[src/rtl/rfc_pkg.sv]
package rfc_pkg;
  typedef enum logic [1:0] {
    ST_IDLE = 2'd0,
    ST_WAIT = 2'd1,
    ST_RUN  = 2'd2
  } win_state_e;

  localparam int SEL_W     = 4;
  localparam int SRC_CODES = 8;
  localparam int OUT_CODE  = 4;
endpackage

[src/rtl/rfc_input_sel.sv]
module rfc_input_sel
  import rfc_pkg::*;
#(
  parameter int PINS    = 8,
  parameter int OWN_PIN = 2
) (
  input  logic [PINS-1:0]  pins_i,
  input  logic             own_out_i,
  input  logic [SEL_W-1:0] sel_i,
  output logic             sig_o
);
  logic [SRC_CODES-1:0] cand;

  // Codes 0..3 reach upward, 5..7 downward (two's complement), 4 is the output bit.
  for (genvar k = 0; k < SRC_CODES; k++) begin : g_cand
    if (k == OUT_CODE) begin : g_out
      assign cand[k] = own_out_i;
    end else begin : g_pin
      localparam int OFF = (k < OUT_CODE) ? k : k - SRC_CODES;
      localparam int IDX = (OWN_PIN + PINS + OFF) % PINS;
      assign cand[k] = pins_i[IDX];
    end
  end

  assign sig_o = cand[sel_i[2:0]] ^ sel_i[3];

  initial begin
    assert (PINS >= 4 && OWN_PIN < PINS) else $error("rfc_input_sel: bad pin geometry");
  end
endmodule

[src/rtl/rfc_sync_edge.sv]
module rfc_sync_edge (
  input  logic clk_i,
  input  logic rst_ni,
  input  logic d_i,
  output logic level_o,
  output logic rise_o
);
  logic [2:0] sh_q;
  logic [2:0] sh_d;

  always_comb begin
    sh_d = {sh_q[1:0], d_i};
  end

  always_ff @(posedge clk_i or negedge rst_ni) begin
    if (!rst_ni) sh_q <= '0;
    else         sh_q <= sh_d;
  end

  assign level_o = sh_q[1];
  assign rise_o  = sh_q[1] & ~sh_q[2];

  p_rise_single_r2: assert property (@(posedge clk_i) disable iff (!rst_ni)
    rise_o |=> !rise_o);
endmodule

[src/rtl/rfc_pair_count.sv]
module rfc_pair_count #(
  parameter int CW = 32
) (
  input  logic          clk_i,
  input  logic          rst_ni,
  input  logic          start_i,
  input  logic          run_i,
  input  logic          rise_i,
  input  logic          level_i,
  output logic [CW-1:0] elapsed_o,
  output logic [CW-1:0] cycles_o,
  output logic [CW-1:0] high_o
);
  logic [CW-1:0] el_q, el_d;
  logic [CW-1:0] cy_q, cy_d;
  logic [CW-1:0] hi_q, hi_d;

  function automatic logic [CW-1:0] sat_inc(input logic [CW-1:0] v);
    return (&v) ? v : v + 1'b1;
  endfunction

  always_comb begin
    el_d = el_q;
    cy_d = cy_q;
    hi_d = hi_q;
    if (start_i) begin
      el_d = {{(CW-1){1'b0}}, 1'b1};
      cy_d = '0;
      hi_d = {{(CW-1){1'b0}}, level_i};
    end else if (run_i) begin
      el_d = sat_inc(el_q);
      if (rise_i)  cy_d = sat_inc(cy_q);
      if (level_i) hi_d = sat_inc(hi_q);
    end
  end

  always_ff @(posedge clk_i or negedge rst_ni) begin
    if (!rst_ni) begin
      el_q <= '0;
      cy_q <= '0;
      hi_q <= '0;
    end else begin
      el_q <= el_d;
      cy_q <= cy_d;
      hi_q <= hi_d;
    end
  end

  assign elapsed_o = el_q;
  assign cycles_o  = sat_inc(cy_q);
  assign high_o    = hi_q;

  p_no_wrap_r12: assert property (@(posedge clk_i) disable iff (!rst_ni)
    (run_i && !start_i && (&el_q)) |=> (&el_q));
  p_high_bound_r5: assert property (@(posedge clk_i) disable iff (!rst_ni)
    hi_q <= el_q);
endmodule

[src/rtl/rfc_window_fsm.sv]
module rfc_window_fsm
  import rfc_pkg::*;
#(
  parameter int NW = 16,
  parameter int CW = 32
) (
  input  logic          clk_i,
  input  logic          rst_ni,
  input  logic          arm_i,
  input  logic          stop_i,
  input  logic [NW-1:0] ncyc_i,
  input  logic          rise_i,
  input  logic [CW-1:0] cycles_i,
  output logic          start_o,
  output logic          run_o,
  output logic          cap_o
);
  localparam int CMPW = (CW > NW) ? CW : NW;

  win_state_e state_q, state_d;
  logic       stop_q, stop_d;
  logic       sw_mode, reached;

  assign sw_mode = (ncyc_i == '0);
  assign reached = CMPW'(cycles_i) >= CMPW'(ncyc_i);

  always_comb begin
    state_d = state_q;
    stop_d  = stop_q;
    start_o = 1'b0;
    cap_o   = 1'b0;
    if (arm_i) begin
      state_d = ST_WAIT;
      stop_d  = 1'b0;
    end else begin
      unique case (state_q)
        ST_IDLE: ;
        ST_WAIT: begin
          if (stop_i) stop_d = 1'b1;
          if (rise_i) begin
            state_d = ST_RUN;
            start_o = 1'b1;
          end
        end
        ST_RUN: begin
          if (stop_i) stop_d = 1'b1;
          if (rise_i && (sw_mode ? stop_q : reached)) begin
            cap_o = 1'b1;
            if (sw_mode) begin
              state_d = ST_IDLE;
              stop_d  = 1'b0;
            end else begin
              start_o = 1'b1;
            end
          end
        end
        default: state_d = ST_IDLE;
      endcase
    end
  end

  always_ff @(posedge clk_i or negedge rst_ni) begin
    if (!rst_ni) begin
      state_q <= ST_IDLE;
      stop_q  <= 1'b0;
    end else begin
      state_q <= state_d;
      stop_q  <= stop_d;
    end
  end

  assign run_o = (state_q == ST_RUN);

  p_idle_holds_r7: assert property (@(posedge clk_i) disable iff (!rst_ni)
    (state_q == ST_IDLE && !arm_i) |=> (state_q == ST_IDLE));
  p_sw_oneshot_r7: assert property (@(posedge clk_i) disable iff (!rst_ni)
    (cap_o && ncyc_i == '0) |=> (state_q == ST_IDLE));
  p_fixed_rerun_r6: assert property (@(posedge clk_i) disable iff (!rst_ni)
    (cap_o && ncyc_i != '0) |=> (state_q == ST_RUN));
endmodule

[src/rtl/recip_capture.sv]
module recip_capture
  import rfc_pkg::*;
#(
  parameter int PINS    = 8,
  parameter int OWN_PIN = 2,
  parameter int CW      = 32,
  parameter int NW      = 16
) (
  input  logic             clk_i,
  input  logic             rst_ni,
  input  logic [PINS-1:0]  pins_i,
  input  logic             own_out_i,
  input  logic [SEL_W-1:0] src_sel_i,
  input  logic             duty_mode_i,
  input  logic             hold_first_i,
  input  logic [NW-1:0]    ncyc_i,
  input  logic             arm_i,
  input  logic             stop_i,
  input  logic             rd_i,
  output logic [CW-1:0]    period_o,
  output logic [CW-1:0]    count_o,
  output logic             ready_o
);
  // Reset: asserted asynchronously, released on the clock.
  logic [1:0] rs_q;
  logic       rst_n;

  always_ff @(posedge clk_i or negedge rst_ni) begin
    if (!rst_ni) rs_q <= 2'b00;
    else         rs_q <= {rs_q[0], 1'b1};
  end
  assign rst_n = rs_q[1];

  logic          sig, level, rise;
  logic          start, run, cap;
  logic [CW-1:0] elapsed, cycles, high;

  rfc_input_sel #(.PINS(PINS), .OWN_PIN(OWN_PIN)) u_sel (
    .pins_i   (pins_i),
    .own_out_i(own_out_i),
    .sel_i    (src_sel_i),
    .sig_o    (sig)
  );

  rfc_sync_edge u_sync (
    .clk_i  (clk_i),
    .rst_ni (rst_n),
    .d_i    (sig),
    .level_o(level),
    .rise_o (rise)
  );

  rfc_window_fsm #(.NW(NW), .CW(CW)) u_fsm (
    .clk_i   (clk_i),
    .rst_ni  (rst_n),
    .arm_i   (arm_i),
    .stop_i  (stop_i),
    .ncyc_i  (ncyc_i),
    .rise_i  (rise),
    .cycles_i(cycles),
    .start_o (start),
    .run_o   (run),
    .cap_o   (cap)
  );

  rfc_pair_count #(.CW(CW)) u_cnt (
    .clk_i    (clk_i),
    .rst_ni   (rst_n),
    .start_i  (start),
    .run_i    (run),
    .rise_i   (rise),
    .level_i  (level),
    .elapsed_o(elapsed),
    .cycles_o (cycles),
    .high_o   (high)
  );

  // Result pair and ready flag.
  logic [CW-1:0] per_q, per_d, cnt_q, cnt_d;
  logic          rdy_q, rdy_d;
  logic [CW-1:0] second;
  logic          accept;

  assign second = duty_mode_i ? high : cycles;
  assign accept = cap & ~(hold_first_i & rdy_q & ~rd_i);

  always_comb begin
    per_d = per_q;
    cnt_d = cnt_q;
    rdy_d = rdy_q;
    if (arm_i) begin
      rdy_d = 1'b0;
    end else if (accept) begin
      per_d = elapsed;
      cnt_d = second;
      rdy_d = 1'b1;
    end else if (rd_i) begin
      rdy_d = 1'b0;
    end
  end

  always_ff @(posedge clk_i or negedge rst_n) begin
    if (!rst_n) begin
      per_q <= '0;
      cnt_q <= '0;
      rdy_q <= 1'b0;
    end else begin
      per_q <= per_d;
      cnt_q <= cnt_d;
      rdy_q <= rdy_d;
    end
  end

  assign period_o = per_q;
  assign count_o  = cnt_q;
  assign ready_o  = rdy_q;

  p_hold_keep_r8: assert property (@(posedge clk_i) disable iff (!rst_n)
    (hold_first_i && ready_o && !rd_i && !arm_i) |=> ($stable(period_o) && $stable(count_o)));
  p_rd_clear_r10: assert property (@(posedge clk_i) disable iff (!rst_n)
    (rd_i && !cap && !arm_i) |=> !ready_o);
  p_arm_clear_r11: assert property (@(posedge clk_i) disable iff (!rst_n)
    arm_i |=> !ready_o);
  p_overwrite_r9: assert property (@(posedge clk_i) disable iff (!rst_n)
    (cap && !hold_first_i && !arm_i) |=> ready_o);
endmodule

[config.mk]
export PLATFORM = sky130hd
export DESIGN_NAME = recip_capture
export DESIGN_NICKNAME = d
export VERILOG_FILES = /design/src/rtl/rfc_pkg.sv /design/src/rtl/rfc_input_sel.sv /design/src/rtl/rfc_sync_edge.sv /design/src/rtl/rfc_pair_count.sv /design/src/rtl/rfc_window_fsm.sv /design/src/rtl/recip_capture.sv
export SDC_FILE = /design/constraint.sdc
export NUM_CORES = 1
export LEC_CHECK = 0
export BUFFER_PORTS_ARGS = -buffer_cell sky130_fd_sc_hd__buf_4
export CAP_MARGIN = 10
export CORE_MARGIN = 5
export CORE_UTILIZATION = 45
export CTS_CLUSTER_SIZE = 10
export DETAILED_ROUTE_END_ITERATION = 8
export PLACE_DENSITY_LB_ADDON = 0.3
export SLEW_MARGIN = 40
export SYNTH_ARGS = -nofsm -noshare
export SYNTH_HDL_FRONTEND = slang
export SYNTH_SLANG_ARGS = --single-unit
[constraint.sdc]
create_clock -name clk_i -period 6.93 [get_ports clk_i]
set_input_delay 0.693 -clock clk_i [delete_from_list [all_inputs] [get_ports clk_i]]
set_output_delay 0.693 -clock clk_i [all_outputs]
set_load 0.005 [all_outputs]
==> results.tsv, run 1 <==
stage	metric	value	unit
synthesis	synth_fp_nets	1035	
floorplan	die_h	158	µm
floorplan	coreArea	0.0218	mm²
synthesis	avgSynthCellArea	10.1	µm²
finish	nNetsFinal	1103	
place	place_ws	1.27	ns
synthesis	yosysTopAreaCell	dfrtp_1	
critical_path	crit_family	simple AND/OR/NAND/NOR gates	
timing	tightest_slew	0.721	ns
synthesis	yosysWarnings	0	
critical_path	worstSetupEndpointType	flip-flop	
finish	area_growth	15.8	%
timing	max_slew_margin	51.5	%
finish	antenna_cells	0	
pwr	design_power_total	4.09	mW
critical_path	cp.depth	19	
timing	grt_setup_unrepaired	false	
timing	finalWorstSetupSlack	1.15	ns
synthesis	synthFlopType	dfrtp_1	
synthesis	synth-seq-area-share	42.7	%
floorplan	die_w	158	µm
cts	cts-resized-gates	0	
cts	cts_buffers	17	
route	wl_per_cell	17.8	µm
cts	cts.path.max_buffers	2	
finish	final_layout_size_suffix_gt1_share	26.7	%
pwr	p_leak	5.16	nW
synthesis	synth_cells	977	
outcome	status	complete, no violations	
route	drtIter0Drc	451	
critical_path	cp_max_fo	33	
cts	tritoncts	built	
critical_path	worst-path-buf-inv	5	
critical_path	cpPeakStageDelay	0.46	ns
timing	finalHoldViolations	0	
timing	fin_skew	0.0158	ns
global_route	grt_pass1_wl	39.8	mm
route	via_count	7546	
critical_path	cp_cell_sequence	ha_1 -> nand3_1 -> nor4_1 -> buf_4 -> and2_1 -> buf_4 -> mux2i_1 -> inv_1 -> ha_1 -> or3b_2 -> o2111ai_1 -> a31oi_1 -> o21ai_0 -> o2111ai_1 -> nor4_4 -> and4b_4 -> buf_12 -> buf_4 -> a2111oi_2	
critical_path	r2r_setup_slack	1.15	ns
synthesis	yosysTopAreaCellShare	42.7	%
critical_path	cpMaxStageDelayCell	nor4_4	
finish	final_cell_mix	168 x dfrtp_1, 110 x buf_4, 69 x nand2_1, 66 x nor2_1, 60 x nor3_2	
floorplan	start_util	45.5	%
timing	slew_violations	0	
critical_path	required	7.26	ns
cts	hold_buffers	0	
finish	final_util	52.7	%
global_route	grt_max_degree	83	
route	viasPerCell	5.64	
place	portBuffers	99	
cts	clk_pin_slew	0.08	ns
synthesis	synthArstFlopShare	100	%
route	drtAntennaViolNets	0	
route	drt_wl_total	23.8	mm
route	drcViolationCount	0	
synthesis	synthTopCellsByArea	dfrtp_1 43%, nor3_2 6.1%, mux2_2 5.8%	
critical_path	r2r-start	u_cnt.cy_q[0]	
pwr	power_density	357	mW/mm²
place	hpwl	16.6	mm
cts	postCtsSetupBuffers	0	
synthesis	yosysUniqueCellTypes	59	
cts	clock-root-buffer	clkbuf_16	
route	dr.pass1.iters	7	
floorplan	pin_count	101	
synthesis	syn_area	0.00989	mm²
global_route	antenna_found_initial	0	
critical_path	crit_top_cell	buf_4	
timing	setup_tns	0	ns
critical_path	rr_worst_depth	19	
timing	fin_crit_sh	83.4	%
synthesis	synth_edf_count	0	
cts	clk_latency	0.45	ns
critical_path	worst_ep_arrival_time	6.10	ns
min_path	holdCritPathClass	flip-flop to async pin	
floorplan	rows	54	
critical_path	rr_endpoint	u_cnt.cy_q[22]	
global_route	global_route.overflow_total	0	
timing	period_needed	5.78	ns
job	drv_cap	0	
critical_path	worst-setup-path-type	flip-flop to flip-flop	
timing	fmax	173	MHz
place	routabilityCongestion	0.916	
cts	cts.sinks	169	
timing	whs	0.335	ns
cts	htreeDepth	4	
pwr	ir_drop	0.000190	V
finish	final_common_cell	dfrtp_1	
timing	setup_viol	0	
critical_path	cp-start-kind	flip-flop	
floorplan	die-area	0.0251	mm²
global_route	grt_pass1_vias	7680	
global_route	grt_usage	19.9	%
synthesis	synth_seq_cells	169	
[metal layers]
metal	part of all wire (%)	vias up	GRT usage (%)
li1	-	3617	-
met1	45	3721	26.8
met2	49	179	32.7
met3	4.7	29	4.51
met4	1.5	0	4.79
met5	0	-	0
[cells in the mapped netlist (3+ instances only)]
| cell type | n |
|---|---|
| a211oi_1 | 4 |
| or3_1 | 4 |
| dfrtp_1 | 169 |
| clkbuf_1 | 45 |
| mux2i_1 | 17 |
| and4_1 | 10 |
| nor2_1 | 67 |
| nor2b_1 | 5 |
| and3_1 | 16 |
| a31oi_1 | 7 |
| xnor2_1 | 59 |
| nand4_1 | 34 |
| a21oi_1 | 13 |
| a2111oi_2 | 8 |
| xor2_1 | 47 |
| nand2b_1 | 4 |
| buf_6 | 7 |
| buf_2 | 11 |
| nand3_1 | 35 |
| and2_1 | 8 |
| mux2_1 | 20 |
| nor3_1 | 46 |
| nand2_1 | 69 |
| or2_2 | 5 |
| nor4_1 | 18 |
| inv_1 | 36 |
| o2111ai_1 | 5 |
| o21ai_0 | 28 |
| o211ai_1 | 3 |
| or4_1 | 3 |
| mux2_2 | 51 |
| o31ai_1 | 8 |
| o21a_1 | 3 |
| ha_1 | 22 |
| nor3_2 | 60 |
[stage by stage]
stage	instance area [µm²]	instances
final	11500	1338
after global routing	11500	1338
after CTS	11400	1337
after detailed placement	10800	1305
after global placement	10800	1304
after floorplan	9890	977
[flip-flops by register name, summed over array words and instances (netlist names)]
| signal | count |
|---|---|
| rs_q | 2 |
| u_cnt.cy_q | 32 |
| ready_o | 1 |
| count_o | 32 |
| u_fsm.stop_q | 1 |
| u_sync.sh_q | 3 |
| u_cnt.high_o | 32 |
| period_o | 32 |
| u_cnt.elapsed_o | 32 |
| u_fsm.state_q | 2 |
[kinds of logic after synthesis]
logic type                 count (synthesis)  share of synthesized area, %
and+or+nand+nor                          395                          23.6
DFF                                      169                          42.7
xor gates and xnor gates                 106                          9.38
buffers and inverters                    101                          4.50
AOI/OAI and AO/OA                         93                          6.74
muxes                                     90                          10.3
adders and majority gates                 22                          2.78
other                                      1                        0.0379
[worst register-to-register path, cell delays in order, from the launching register on]
cell and delay, ns:
dfrtp_1 0.41, ha_1 0.23, nand3_1 0.26, nor4_1 0.38, buf_4 0.25, and2_1 0.16, buf_4 0.18, mux2i_1 0.36
inv_1 0.13, ha_1 0.21, or3b_2 0.44, o2111ai_1 0.12, a31oi_1 0.11, o21ai_0 0.42, o2111ai_1 0.28, nor4_4 0.46
and4b_4 0.43, buf_12 0.25, buf_4 0.26, a2111oi_2 0.30
[power breakdown]
part           switching [mW]  internal, mW
Sequential              0.452          1.36
Clock                   0.471         0.525
Combinational           0.593         0.692
[how the worst max path moves through the flow]
stage	start	to	slack, ns
after floorplan	rs_q[1]	count_o[0]	1.87
after global placement	u_cnt.cy_q[0]	period_o[13]	1.41
after detailed placement	u_cnt.cy_q[0]	u_cnt.cy_q[22]	1.27
after CTS	u_cnt.cy_q[0]	u_cnt.cy_q[22]	1.27
after global routing	u_cnt.cy_q[0]	u_cnt.cy_q[16]	0.93
final	u_cnt.cy_q[0]	u_cnt.cy_q[22]	1.15
[area by class of cell]
cell class | count | area [µm²]
multi-input cells | 707 | 5240
well taps | 280 | 350
clock buffers | 17 | 425
fillers | 1980 | 10300
repair buffers | 114 | 881
flip-flops and latches | 169 | 4230
inverters | 36 | 135
clock inverters | 15 | 198
Note: power is estimated with default switching activity, not from simulation.
==> run 2: changes to the inputs <==
--- a/config.mk
+++ b/config.mk
@@ -5,6 +5,7 @@
 export SDC_FILE = /design/constraint.sdc
 export NUM_CORES = 1
 export LEC_CHECK = 0
+export ABC_AREA = 1
 export BUFFER_PORTS_ARGS = -buffer_cell sky130_fd_sc_hd__buf_4
 export CAP_MARGIN = 10
 export CORE_MARGIN = 5
==> constraint.sdc (replaced) <==
create_clock -name clk_i -period 5.24 [get_ports clk_i]
set_input_delay 0.524 -clock clk_i [delete_from_list [all_inputs] [get_ports clk_i]]
set_output_delay 0.524 -clock clk_i [all_outputs]
set_load 0.005 [all_outputs]
==> results.tsv, run 2 <==
stage	metric	value	unit
place	routabilityCongestion	0.949	
timing	grt_setup_unrepaired	false	
critical_path	cpMaxStageDelayCell	dfrtp_1	
pwr	clock_power_share	28.3	%
critical_path	crit_family	simple AND/OR/NAND/NOR gates	
synthesis	synth_fp_nets	1473	
critical_path	rr_endpoint	u_cnt.elapsed_o[18]	
floorplan	start_util	45.9	%
floorplan	die_w	160	µm
critical_path	cp_max_fo	29	
critical_path	worst-setup-path-type	flip-flop to flip-flop	
finish	multiInputGateArea	0.00498	mm²
synthesis	synthTopCellsByArea	dfrtp_1 42%, nand2_1 16%, inv_1 6.1%	
route	drcViolationCount	0	
pwr	p_leak	5.83	nW
synthesis	yosysUniqueCellTypes	42	
synthesis	avgSynthCellArea	7.13	µm²
floorplan	coreArea	0.0220	mm²
critical_path	cp-start-kind	flip-flop	
synthesis	yosysTopAreaCell	dfrtp_1	
finish	final_common_cell	nand2_1	
route	via_count	9329	
critical_path	cp_cell_sequence	ha_1 -> nand3_2 -> inv_2 -> nand2_2 -> nor2_4 -> nand3_2 -> nand2_1 -> ha_1 -> a21oi_1 -> o21ai_0 -> nor2_1 -> nand3_1 -> nor2_1 -> nand3_1 -> nor2_1 -> nand2_2 -> nand3_2 -> nand2_2 -> nand2_2 -> buf_12 -> nand3_1 -> nand2_1	
synthesis	synthFlopType	dfrtp_1	
cts	clock-root-buffer	clkbuf_16	
critical_path	crit_top_cell	nand2_2	
pwr	power_frac_comb	31.0	%
synthesis	synth-seq-area-share	41.9	%
cts	cts.path.max_buffers	2	
synthesis	synth_edf_count	0	
job	drv_cap	0	
synthesis	synth_common_cells	442 x nand2_1, 169 x dfrtp_1, 163 x inv_1, 137 x nor2_1, 96 x o21ai_0	
global_route	grt_pass1_wl	46.0	mm
min_path	holdCritPathClass	input pin to flip-flop	
cts	cts_buffers	17	
route	dr.pass1.iters	6	
timing	setup_tns	0	ns
critical_path	cpPeakStageDelay	0.51	ns
finish	nNetsFinal	1552	
synthesis	yosysTopAreaCellShare	41.9	%
place	hpwl	20.3	mm
global_route	antenna_found_initial	0	
finish	area_growth	16.0	%
critical_path	worstSetupEndpointType	flip-flop	
synthesis	syn_area	0.0101	mm²
place	portBuffers	99	
pwr	p_int	2.93	mW
synthesis	yosysWarnings	0	
pwr	ir_drop	0.000182	V
critical_path	required	5.61	ns
critical_path	r2r-start	u_cnt.cy_q[0]	
critical_path	cp-startpoint	u_cnt.cy_q[0]	
pwr	power_density	402	mW/mm²
finish	seqCellArea	0.00423	mm²
cts	htreeDepth	4	
synthesis	synthMostInstantiatedCell	nand2_1	
pwr	p_seq_share	40.7	%
critical_path	worst-path-buf-inv	2	
place	place_area	0.0111	mm²
route	viasPerCell	5.22	
timing	tightest_slew	0.830	ns
global_route	grt_pass1_vias	9110	
pwr	switchingPower	1.78	mW
timing	setup_viol	0	
floorplan	die-area	0.0255	mm²
timing	fin_skew	0.0120	ns
route	drtAntennaViolNets	0	
global_route	global_route.overflow_total	0	
cts	cts.sinks	169	
critical_path	r2r_setup_slack	0.79	ns
global_route	grt_usage	22.0	%
floorplan	pin_count	101	
route	drtIter0Drc	846	
cts	clk_pin_slew	0.07	ns
critical_path	cp.depth	22	
cts	cts-resized-gates	0	
finish	stdcell_count	1787	
critical_path	rr_worst_depth	22	
cts	tritoncts	built	
synthesis	synth_seq_cells	169	
global_route	grt_max_degree	95	
outcome	status	complete, no violations	
floorplan	rows	54	
route	drt_wl_total	28.1	mm
synthesis	synth_cells	1415	
finish	n_fill_cell	2138	
pwr	switching_share	37.8	%
finish	antenna_cells	0	
timing	finalHoldViolations	0	
route	wl_per_cell	15.7	µm
finish	final_cell_mix	442 x nand2_1, 168 x dfrtp_1, 163 x inv_1, 136 x nor2_1, 106 x buf_4	
cts	clk_latency	0.43	ns
timing	fmax	225	MHz
finish	final_area	0.0117	mm²
critical_path	worst_ep_arrival_time	4.81	ns
critical_path	worstSetupEndpoint	u_cnt.elapsed_o[18]	
place	dp.cells	1754	
timing	fin_crit_sh	84.8	%
timing	max_slew_margin	44.7	%
timing	period_needed	4.45	ns
timing	whs	0.276	ns
floorplan	die_h	160	µm
synthesis	synthArstFlopShare	100	%
timing	slew_violations	0	
finish	final_layout_size_suffix_gt1_share	10.9	%
run 2: cell types whose count changed after synthesis, moves of 19 or more:
cell and change:
nand2_1 +373, inv_1 +127, nor2_1 +70, a21oi_1 +69, o21ai_0 +68, nor3_2 -59
xnor2_1 -55, mux2_2 -50, nand3_1 +49, mux2_1 -20, clkbuf_1 -19
run 2: power groups by stage:
stage	Clock [mW]	Combinational, mW	Sequential [mW]
2_1_floorplan	0	0.938	1.88
3_3_place_gp	0	1.42	1.92
3_5_place_dp	0	1.47	1.93
4_1_cts	1.35	1.47	1.91
5_1_grt	1.41	1.65	1.96
6_report	1.33	1.46	1.91
run 2: layer usage:
layer	wire length, µm	GRT usage (%)	up-vias
met5	0	0	-
met4	743	7.46	0
met3	1320	3.53	51
met2	13600	37.6	237
met1	12300	28.5	4368
li1	-	-	4673
run 2: layout make-up:
cell class                 instances  area share (%)
multi-input combinational       1027            42.6
sequential                       169            36.2
timing repair buffer             111            7.63
inverter                         168            5.39
clock buffer                      17            3.64
tap                              280            2.99
clock inverter                    15            1.60
run 2: worst min path at each step:
stage                 startpoint              to  slack [ns]  cells past startpoint
finish              src_sel_i[3]  u_sync.sh_q[0]        0.28                      2
global route        src_sel_i[3]  u_sync.sh_q[0]        0.27                      2
CTS                 src_sel_i[3]  u_sync.sh_q[0]        0.26                      2
detailed placement        rst_ni         rs_q[0]        0.31                      1
global placement          rst_ni         rs_q[0]        0.31                      1
floorplan                 rst_ni         rs_q[0]        0.23                      0
run 2: cell families after synthesis:
group,after synthesis,synth area share (%)
DFF,169,41.9
adders and majority gates,22,2.73
and+or+nand+nor,749,31.0
other,1,0.0372
AOI/OAI and AO/OA,193,9.97
muxes,9,0.906
buffers and inverters,219,8.82
xor gates and xnor gates,53,4.60
run 2: through the flow:
step                      power [mW]  util [%]  worst slack [ns]
after floorplan                 2.82         -             0.182
after global placement          3.34      50.3             0.795
after detailed placement        3.39      50.5             0.766
after CTS                       4.73      53.3             0.722
after global routing            5.02      53.3             0.382
final                           4.70      53.3             0.794
run 2: timing repair:
item,CTS,global route
buffers inserted,0,0
endpoints found under the hold margin,2,0
endpoints found under the setup margin,0,0
hold buffers,1,0
==> run 3: changes to the inputs <==
--- a/config.mk
+++ b/config.mk
@@ -5,7 +5,7 @@
 export SDC_FILE = /design/constraint.sdc
 export NUM_CORES = 1
 export LEC_CHECK = 0
-export ABC_AREA = 1
+export ABC_AREA = 0
 export BUFFER_PORTS_ARGS = -buffer_cell sky130_fd_sc_hd__buf_4
 export CAP_MARGIN = 10
 export CORE_MARGIN = 5
==> constraint.sdc (replaced) <==
create_clock -name clk_i -period 3.6 [get_ports clk_i]
set_input_delay 0.36 -clock clk_i [delete_from_list [all_inputs] [get_ports clk_i]]
set_output_delay 0.36 -clock clk_i [all_outputs]
set_load 0.005 [all_outputs]
==> results.tsv, run 3 (synthesized netlist as in run 1, its figures left out) <==
stage	metric	value	unit
pwr	switching_share	35.4	%
finish	n_fill_cell	1600	
global_route	global_route.overflow_total	0	
timing	tightest_slew	1.19	ns
cts	cts.path.max_buffers	2	
route	dr.pass1.iters	5	
critical_path	cpMaxStageDelayCell	or4_4	
cts	clock-root-buffer	clkbuf_16	
timing	period_needed	4.08	ns
critical_path	cp-start-kind	flip-flop	
timing	slew_violations	0	
min_path	holdCritPathClass	input pin to flip-flop	
floorplan	die_w	158	µm
route	drt_wl_total	29.2	mm
finish	final_layout_size_suffix_gt1_share	43.8	%
pwr	power_density	678	mW/mm²
critical_path	worstSetupEndpointType	flip-flop	
route	drtIter0Drc	740	
global_route	antenna_found_initial	0	
route	drcViolationCount	0	
global_route	grt_pass1_wl	45.0	mm
global_route	grt_usage	22.9	%
cts	tritoncts	built	
cts	clk_pin_slew	0.07	ns
timing	finalHoldViolations	0	
timing	setup_tns	-57.70	ns
job	drv_cap	0	
outcome	violations	negative setup slack	
pwr	ir_drop	0.000404	V
critical_path	crit_top_cell	buf_6	
cts	htreeDepth	4	
pwr	p_leak	5.89	nW
finish	final_cell_mix	213 x buf_4, 164 x dfrtp_1, 69 x nand2_1, 64 x nor2_1, 58 x xnor2_1	
pwr	p_seq_share	35.1	%
global_route	grt_pass1_vias	8344	
place	place_area	0.0119	mm²
route	drtAntennaViolNets	0	
cts	clk_latency	0.43	ns
critical_path	worst-path-buf-inv	4	
pwr	clock_power_share	21.2	%
critical_path	cpPeakStageDelay	0.58	ns
global_route	grt_max_degree	89	
finish	antenna_cells	0	
cts	cts.sinks	169	
place	hpwl	19.1	mm
timing	fmax	245	MHz
timing	max_slew_margin	20.7	%
finish	area_growth	41.8	%
critical_path	crit_family	simple AND/OR/NAND/NOR gates	
finish	multiInputGateArea	0.00622	mm²
finish	seqCellArea	0.00424	mm²
pwr	design_power_total	9.52	mW
outcome	status	finished, violations left	
place	portBuffers	99	
finish	nNetsFinal	1256	
route	viasPerCell	5.72	
timing	fin_skew	0.0111	ns
pwr	p_int	6.15	mW
floorplan	pin_count	101	
cts	cts_buffers	17	
finish	final_common_cell	buf_4	
critical_path	worst_ep_arrival_time	4.39	ns
timing	setup_viol	161	
floorplan	rows	54	
critical_path	worst-setup-path-type	flip-flop to flip-flop	
critical_path	cp_cell_sequence	buf_6 -> nand4_1 -> or4_4 -> a41oi_4 -> xor2_2 -> ha_1 -> a21oi_2 -> nor2b_1 -> o21ai_2 -> nand3_1 -> or3_4 -> nor4_4 -> buf_4 -> nor2_4 -> buf_6 -> buf_12 -> mux2_4	
critical_path	cp_max_fo	7	
floorplan	die-area	0.0251	mm²
floorplan	coreArea	0.0218	mm²
pwr	switchingPower	3.37	mW
floorplan	start_util	45.5	%
route	wl_per_cell	19.6	µm
floorplan	die_h	158	µm
timing	finalWorstSetupSlack	-0.478	ns
place	routabilityCongestion	0.957	
finish	final_area	0.0140	mm²
route	via_count	8530	
timing	grt_setup_unrepaired	true	
critical_path	required	3.91	ns
timing	fin_crit_sh	113	%
pwr	power_frac_comb	43.7	%
-- run 3: changes by cell type in the layout (fill, tap and decap cells not counted), moves of 21 or more --
cell	delta
nand2_1	-373
inv_1	-127
buf_4	+107
o21ai_0	-76
nor2_1	-72
a21oi_1	-71
xnor2_1	+54
nand3_1	-52
nor3_4	+51
mux2_2	+49
nor3_2	+30
buf_6	+25
mux2_4	+21
-- run 3: worst paths after layout --
kind,slack [ns],to,cells past startpoint,start
worst max-delay path,-0.48,count_o[29],17,u_cnt.cy_q[12]
worst min-delay path,0.12,u_sync.sh_q[0],2,src_sel_i[3]
worst max register to register,-0.48,count_o[29],17,u_cnt.cy_q[12]
worst min register to register,0.32,period_o[23],0,rs_q[1]
max in group asynchronous,2.31,u_cnt.cy_q[5],1,rs_q[1]
min in group asynchronous,0.27,rs_q[1],2,rst_ni
-- run 3: per-layer routing --
layer	vias to the layer above	share of wire [%]	track usage [%]
li1	3939	-	-
met1	4213	43	31.7
met2	312	47	35.5
met3	66	6.6	5.54
met4	0	3.2	7.64
met5	-	0	0
-- run 3: final cells by class --
type	count	area share, %
clock buffers	17	3.03
clock inverters	15	1.53
inverters	36	0.963
multi-input cells	707	44.4
flip-flops and latches	169	30.2
well taps	280	2.50
repair buffers	267	17.4
-- run 3: what timing repair did --
action                                 4_1_cts  5_1_grt
buffers inserted                            30       21
pin swaps                                   69       75
resized for setup                           77      117
hold buffers                                 1        0
setup endpoints to repair                  161      161
endpoints found under the hold margin        2        0
cloned                                       4        2
-- run 3: per-stage QoR --
| stage | utilization [%] | hold slack (ns) | instances | setup WS, ns |
|---|---|---|---|---|
| after floorplan | - | 0.0644 | 977 | -0.292 |
| after global placement | 54.6 | 0.143 | 1406 | -0.420 |
| after detailed placement | 54.6 | 0.144 | 1406 | -0.491 |
| after CTS | 60.6 | 0.101 | 1469 | -0.388 |
| after global routing | 64.5 | 0.109 | 1491 | -0.618 |
| final | 64.5 | 0.119 | 1491 | -0.478 |
-- run 3: power by group through the flow --
stage | registers [mW] | clock network (mW) | logic [mW]
floorplan | 3.22 | 0 | 1.92
global placement | 3.31 | 0 | 3.17
detailed placement | 3.33 | 0 | 3.24
CTS | 3.31 | 2.05 | 3.57
global route | 3.45 | 2.13 | 4.50
finish | 3.34 | 2.01 | 4.16
